[config.mk]
export PLATFORM = sky130hd
export DESIGN_NAME = flash_suspend_seq
export DESIGN_NICKNAME = d
export VERILOG_FILES = /design/src/rtl/flash_suspend_pkg.sv /design/src/rtl/fs_down_timer.sv /design/src/rtl/fs_sector_guard.sv /design/src/rtl/flash_suspend_seq.sv
export SDC_FILE = /design/constraint.sdc
export NUM_CORES = 1
export LEC_CHECK = 0
export CAP_MARGIN = 10
export CORE_ASPECT_RATIO = 0.6
export CORE_MARGIN = 2
export CORE_UTILIZATION = 42
export CTS_BUF_LIST = sky130_fd_sc_hd__clkbuf_8
export DETAILED_ROUTE_END_ITERATION = 6
export PLACE_DENSITY = 0.81
export SLEW_MARGIN = 15
export SYNTH_ARGS = -nofsm -noshare
export SYNTH_HDL_FRONTEND = slang
export SYNTH_SLANG_ARGS = --single-unit
export TNS_END_PERCENT = 50
[constraint.sdc]
create_clock -name clk -period 1.7 [get_ports clk]
set_input_delay 0.34 -clock clk [delete_from_list [all_inputs] [get_ports clk]]
set_output_delay 0.34 -clock clk [all_outputs]
set_load 0.005 [all_outputs]
[src/rtl/flash_suspend_pkg.sv]
package flash_suspend_pkg;
   typedef enum logic [2:0] {
      ST_RUN     = 3'd0,
      ST_WR_SUSP = 3'd1,
      ST_SETTLE  = 3'd2,
      ST_HOLD    = 3'd3,
      ST_READ    = 3'd4,
      ST_WR_RES  = 3'd5
   } seq_state_t;

   function automatic int max3(input int a, input int b, input int c);
      int m;
      m = (a > b) ? a : b;
      return (m > c) ? m : c;
   endfunction
endpackage

[src/rtl/fs_down_timer.sv]
module fs_down_timer #(
   parameter int CW = 8
) (
   input  logic          clk,
   input  logic          rst_n,
   input  logic          load,
   input  logic [CW-1:0] load_val,
   output logic          zero
);
   logic [CW-1:0] cnt_q;

   always_ff @(posedge clk or negedge rst_n) begin
      if (!rst_n)              cnt_q <= '0;
      else if (load)           cnt_q <= load_val;
      else if (cnt_q != '0)    cnt_q <= cnt_q - 1'b1;
   end

   assign zero = (cnt_q == '0);
endmodule

[src/rtl/fs_sector_guard.sv]
module fs_sector_guard #(
   parameter int  AW          = 16,
   parameter int  SECT_W      = 4,
   parameter bit  BLOCK_SECT  = 1'b1
) (
   input  logic [AW-1:0]     addr,
   input  logic [SECT_W-1:0] paused_sect,
   output logic              hit
);
   if (BLOCK_SECT) begin : g_block
      assign hit = (addr[AW-1 -: SECT_W] == paused_sect);
   end else begin : g_open
      logic unused_ok;
      assign unused_ok = ^{addr, paused_sect};
      assign hit = 1'b0;
   end
endmodule

[src/rtl/flash_suspend_seq.sv]
module flash_suspend_seq
   import flash_suspend_pkg::*;
#(
   parameter int AW         = 16,
   parameter int DW         = 16,
   parameter int SECT_W     = 4,
   parameter int WP_CYC     = 4,
   parameter int RD_CYC     = 5,
   parameter int SETTLE_CYC = 3750,
   parameter bit BLOCK_SECT = 1'b1
) (
   input  logic              clk,
   input  logic              rst_n,
   input  logic              prog_busy_i,
   input  logic [SECT_W-1:0] prog_sector_i,
   input  logic              susp_req_i,
   input  logic              res_req_i,
   input  logic              rd_valid_i,
   input  logic [AW-1:0]     rd_addr_i,
   output logic              rd_ready_o,
   output logic              rd_done_o,
   output logic              rd_err_o,
   output logic [DW-1:0]     rd_data_o,
   output logic              suspended_o,
   output logic [AW-1:0]     fl_addr_o,
   output logic [DW-1:0]     fl_wdata_o,
   output logic              fl_we_n_o,
   output logic              fl_oe_n_o,
   input  logic [DW-1:0]     fl_rdata_i
);
   localparam int MAXC = max3(WP_CYC, RD_CYC, SETTLE_CYC);
   localparam int CW   = $clog2(MAXC + 1);
   localparam logic [CW-1:0] WP_LD  = CW'(WP_CYC - 1);
   localparam logic [CW-1:0] RD_LD  = CW'(RD_CYC - 1);
   localparam logic [CW-1:0] SET_LD = CW'(SETTLE_CYC - 1);
   localparam logic [DW-1:0] CMD_SUSP = DW'(8'hB0);
   localparam logic [DW-1:0] CMD_RES  = DW'(8'h30);

   if (WP_CYC < 1)              begin : g_bad_wp  $error("WP_CYC must be at least 1"); end
   if (RD_CYC < 1)              begin : g_bad_rd  $error("RD_CYC must be at least 1"); end
   if (SETTLE_CYC < 1)          begin : g_bad_set $error("SETTLE_CYC must be at least 1"); end
   if (DW < 8)                  begin : g_bad_dw  $error("DW must hold an 8-bit command"); end
   if (SECT_W < 1 || SECT_W > AW) begin : g_bad_sw $error("SECT_W out of range"); end

   seq_state_t        st_q, st_d;
   logic              ld;
   logic [CW-1:0]     ld_val;
   logic              t_zero;
   logic              res_pend_q;
   logic [SECT_W-1:0] sect_q;
   logic [AW-1:0]     addr_q;
   logic              hit;
   logic              acc_susp, take_rd;

   fs_down_timer #(.CW(CW)) u_timer (
      .clk(clk), .rst_n(rst_n), .load(ld), .load_val(ld_val), .zero(t_zero)
   );

   fs_sector_guard #(.AW(AW), .SECT_W(SECT_W), .BLOCK_SECT(BLOCK_SECT)) u_guard (
      .addr(rd_addr_i), .paused_sect(sect_q), .hit(hit)
   );

   assign acc_susp   = (st_q == ST_RUN) && susp_req_i && prog_busy_i;
   assign rd_ready_o = (st_q == ST_HOLD) && !res_pend_q && !res_req_i;
   assign take_rd    = rd_ready_o && rd_valid_i;

   always_comb begin
      st_d   = st_q;
      ld     = 1'b0;
      ld_val = WP_LD;
      unique case (st_q)
         ST_RUN: if (acc_susp) begin
            st_d = ST_WR_SUSP; ld = 1'b1; ld_val = WP_LD;
         end
         ST_WR_SUSP: if (t_zero) begin
            st_d = ST_SETTLE; ld = 1'b1; ld_val = SET_LD;
         end
         ST_SETTLE: if (t_zero) st_d = ST_HOLD;
         ST_HOLD: begin
            if (res_pend_q || res_req_i) begin
               st_d = ST_WR_RES; ld = 1'b1; ld_val = WP_LD;
            end else if (take_rd && !hit) begin
               st_d = ST_READ; ld = 1'b1; ld_val = RD_LD;
            end
         end
         ST_READ: if (t_zero) st_d = ST_HOLD;
         ST_WR_RES: if (t_zero) st_d = ST_RUN;
         default: st_d = ST_RUN;
      endcase
   end

   always_ff @(posedge clk or negedge rst_n) begin
      if (!rst_n) begin
         st_q       <= ST_RUN;
         res_pend_q <= 1'b0;
         sect_q     <= '0;
         addr_q     <= '0;
         rd_done_o  <= 1'b0;
         rd_err_o   <= 1'b0;
         rd_data_o  <= '0;
      end else begin
         st_q      <= st_d;
         rd_done_o <= 1'b0;
         rd_err_o  <= 1'b0;
         if (acc_susp) sect_q <= prog_sector_i;
         if (st_d == ST_WR_RES)
            res_pend_q <= 1'b0;
         else if (res_req_i && st_q != ST_RUN && st_q != ST_WR_RES)
            res_pend_q <= 1'b1;
         if (take_rd) begin
            if (hit) rd_err_o <= 1'b1;
            else     addr_q   <= rd_addr_i;
         end
         if (st_q == ST_READ && t_zero) begin
            rd_done_o <= 1'b1;
            rd_data_o <= fl_rdata_i;
         end
      end
   end

   assign suspended_o = (st_q != ST_RUN);
   assign fl_we_n_o   = !((st_q == ST_WR_SUSP) || (st_q == ST_WR_RES));
   assign fl_oe_n_o   = (st_q != ST_READ);
   assign fl_addr_o   = (st_q == ST_READ) ? addr_q : '0;
   assign fl_wdata_o  = (st_q == ST_WR_SUSP) ? CMD_SUSP :
                        (st_q == ST_WR_RES)  ? CMD_RES  : '0;
endmodule

==> run_results.csv, run 1 <==
group,metric,value,unit
clock_network,cts_sinks,54,
outcome,status,"finished with violations",
clock_network,h-tree-depth,2,
floorplanning,die_y,66.9,um
sta,fmax,0.521,GHz
clock_network,clockBufferDepth,2,
worst_setup_path,slowest_stage,"or4b_4",
place,dpl_cell_area,3930,um^2
grt,grtUsageTotal,0.205,
sta,fin_ws,-0.220,ns
worst_setup_path,worstPathCellList,"nand3b_4 -> or4b_4 -> nor2b_4 -> buf_12 -> mux2_4",
worst_hold_path,min_path_type,"in -> async",
place,port_buffers,82,
place,gp_congestion,0.928,
synth,yosysWarnings,0,
route,drcViolationCount,0,
grt,grt_pass1_vias,2189,
finish,area_delta_synth_final,58.2,%
worst_setup_path,path_buf_inv,1,
sta,finalHoldViolations,0,
synth,async_flop_share,1.00,
sta,rsz0062_at_grt,"true",
floorplanning,die_w,109,um
clock_network,holdBufCountCts,0,
worst_setup_path,critPathKind,"reg -> reg",
grt,antenna_found_initial,0,
route,wl,7070,um
floorplanning,dieArea,7290,um^2
synth,yosysSeqAreaShare,0.488,
worst_setup_path,rr_startpoint,"st_q[2]$_DFF_PN0_",
finish,fin_area,4390,um^2
route,vias,2172,
flow_run,max-cap-violations,0,
sta,fin_crit,1.92,ns
sta,fin_crit_sh,1.13,
floorplanning,fp-row-count,22,
route,ant_nets,0,
clock_network,clkTransAtPathRegs,0.09,ns
power,p_per_area,738,nW/um^2
synth,syn_avg_cell_area,12.6,um^2
route,wl_per_cell,15.8,um
grt,grt_pass1_wl,11200,um
sta,setup_viol,70,
synth,synth-edff-count,0,
worst_setup_path,reg2reg_to,"addr_q[11]$_DFFE_PN0P_",
synth,syn-cell-area,2770,um^2
clock_network,root_buffer,"clkbuf_8",
grt,overflow,0,
worst_setup_path,cp-start-kind,"flip-flop",
grt,grt_max_degree,55,
worst_setup_path,cpPeakStageDelay,0.51,ns
synth,synth_ff_type,"dfrtp_1",
power,cellLeakagePower,2.05,nW
place,dpl.hpwl,4780,um
worst_setup_path,cp_max_fo,16,
finish,drive_gt1_frac,0.456,
power,power,3.24,mW
finish,fin_nets,407,
synth,synth.distinct_cells,45,
floorplanning,pin_count,96,
route,dr.first_iter.drc_count,137,
worst_setup_path,crit_arrival,2.11,ns
synth,syn_inst,220,
worst_setup_path,cpLargestDelayFamily,"simple AND/OR/NAND/NOR gates",
worst_setup_path,critPathRequiredTime,1.89,ns
clock_network,numCtsBuffers,5,
finish,layout_commonest_cell,"clkdlybuf4s50_1",
clock_network,cts_tree,"yes",
route,dr.pass1.iters,4,
floorplanning,core-area,6250,um^2
sta,fin_skew,0.00765,ns
sta,final_max_slew_viol_count,0,
route,viasPerCell,4.85,
finish,antenna_cells,0,
power,ir_worst_vdd,0.448,mV
clock_network,clkLatencyLatePin,0.31,ns
outcome,violations,"setup timing",
synth,synth_seq_cells,54,
finish,final_cell_mix,"58 x clkdlybuf4s50_1, 52 x dfrtp_1, 40 x buf_4",
worst_setup_path,reg2reg_depth,5,
worst_setup_path,r2r_slack,-0.22,ns
floorplanning,initial_core_util,0.444,
worst_setup_path,endpoint_kind,"flip-flop",
final cells by class:
type,instances,area [um^2]
clock buffer,5,68.8
clock inverter,3,45.0
fill,455,1860
inverter,4,17.5
multi-input combinational,153,1390
sequential,54,1350
tap,84,105
timing repair buffer,145,1400
timing repair:
item / CTS / global route
pin swaps: 19 / 4
resized for setup: 154 / 19
cloned: 2 / 0
setup buffers: 14 / 2
setup endpoints to repair: 74 / 75
Yosys cell counts (2+ instances only):
cell      number  area [um^2]
nand3b_4       2         40.0
buf_2          2         10.0
buf_4         14          105
buf_12         2         40.0
nand4_1        2         12.5
o21ai_0        7         35.0
nand2b_1       3         18.8
ha_1           2         25.0
and2_1        16          100
nand2_1        3         11.3
nand3b_1       4         30.0
mux2_4        24          360
nand3_1        5         25.0
dfrtp_1       54         1350
nor2_1        15         56.3
inv_1          4         15.0
a21oi_1        5         25.0
xor2_1         8         70.1
mux2_2        12          135
nor3_1         4         20.0
xnor2_1        6         52.6
or3_1          3         18.8
worst max path at each step:
stage	endpoint	start	cells after the start
global placement	st_q[1]$_DFF_PN0_	rd_addr_i[12]	7
CTS	fl_addr_o[11]	st_q[1]$_DFF_PN0_	7
detailed placement	st_q[1]$_DFF_PN0_	rd_addr_i[12]	7
finish	addr_q[11]$_DFFE_PN0P_	st_q[2]$_DFF_PN0_	5
floorplan	rd_data_o[0]$_DFFE_PN0P_	u_timer.cnt_q[5]$_DFFE_PN0P_	5
global route	addr_q[11]$_DFFE_PN0P_	st_q[1]$_DFF_PN0_	6
sequential cells by signal, summed over array words and instances, names as in the netlist:
register	count
st_q	3
addr_q	16
u_timer.cnt_q	12
rd_err_o	1
res_pend_q	1
rd_data_o	16
rd_done_o	1
sect_q	4
cell families after synthesis:
group,Yosys count,synth area share
adder cells (fa/ha/maj),2,0.00903
flip-flops,54,0.488
other,1,0.00135
multiplexers,37,0.182
XOR/XNOR,14,0.0442
AND/OR/NAND/NOR,67,0.162
AO/OA/AOI/OAI,20,0.0433
buffers and inverters,25,0.0700
routing by layer:
| layer | vias to the layer above | GRT usage | routed length (um) |
|---|---|---|---|
| met5 | - | 0 | 0 |
| met4 | 0 | 0.0433 | 51 |
| met3 | 4 | 0.0626 | 591 |
| met2 | 97 | 0.330 | 3220 |
| met1 | 1063 | 0.274 | 3210 |
| li1 | 1008 | - | - |
stage by stage:
stage / hold WS, ns / utilization / setup TNS (ns) / cells / setup slack [ns]
6_report: 0.0164 / 0.702 / -9.27 / 448 / -0.220
5_1_grt: 0.0282 / 0.702 / -15.47 / 448 / -0.315
4_1_cts: 0.0174 / 0.695 / -9.12 / 446 / -0.213
3_5_place_dp: 0.359 / 0.630 / -16.06 / 422 / -0.411
3_3_place_gp: 0.356 / 0.630 / -13.79 / 422 / -0.401
2_1_floorplan: 0.0444 / - / -4.49 / 232 / -0.174
report_power, final:
part | internal (mW) | switching (mW) | total, mW
Clock | 0.438 | 0.422 | 0.861
Sequential | 1.41 | 0.113 | 1.52
Combinational | 0.498 | 0.357 | 0.855
Total | 2.34 | 0.892 | 3.24
worst reg2reg max path: cells and delay by family (launching register included):
| family | cells | cell delay (ns) |
|---|---|---|
| buf+inv | 1 | 0.19 |
| flops | 1 | 0.46 |
| mux | 1 | 0.32 |
| simple gates | 3 | 0.85 |
Note: power is estimated with default switching activity, not from simulation.
==> inputs of run 2 (changes only) <==
--- a/config.mk
+++ b/config.mk
@@ -12,7 +12,6 @@
 export CTS_BUF_LIST = sky130_fd_sc_hd__clkbuf_8
 export DETAILED_ROUTE_END_ITERATION = 6
 export PLACE_DENSITY = 0.81
-export SLEW_MARGIN = 15
 export SYNTH_ARGS = -nofsm -noshare
 export SYNTH_HDL_FRONTEND = slang
 export SYNTH_SLANG_ARGS = --single-unit
==> results of run 2 <==
The final DEF is identical to that of run 1; final timing and power are the same.
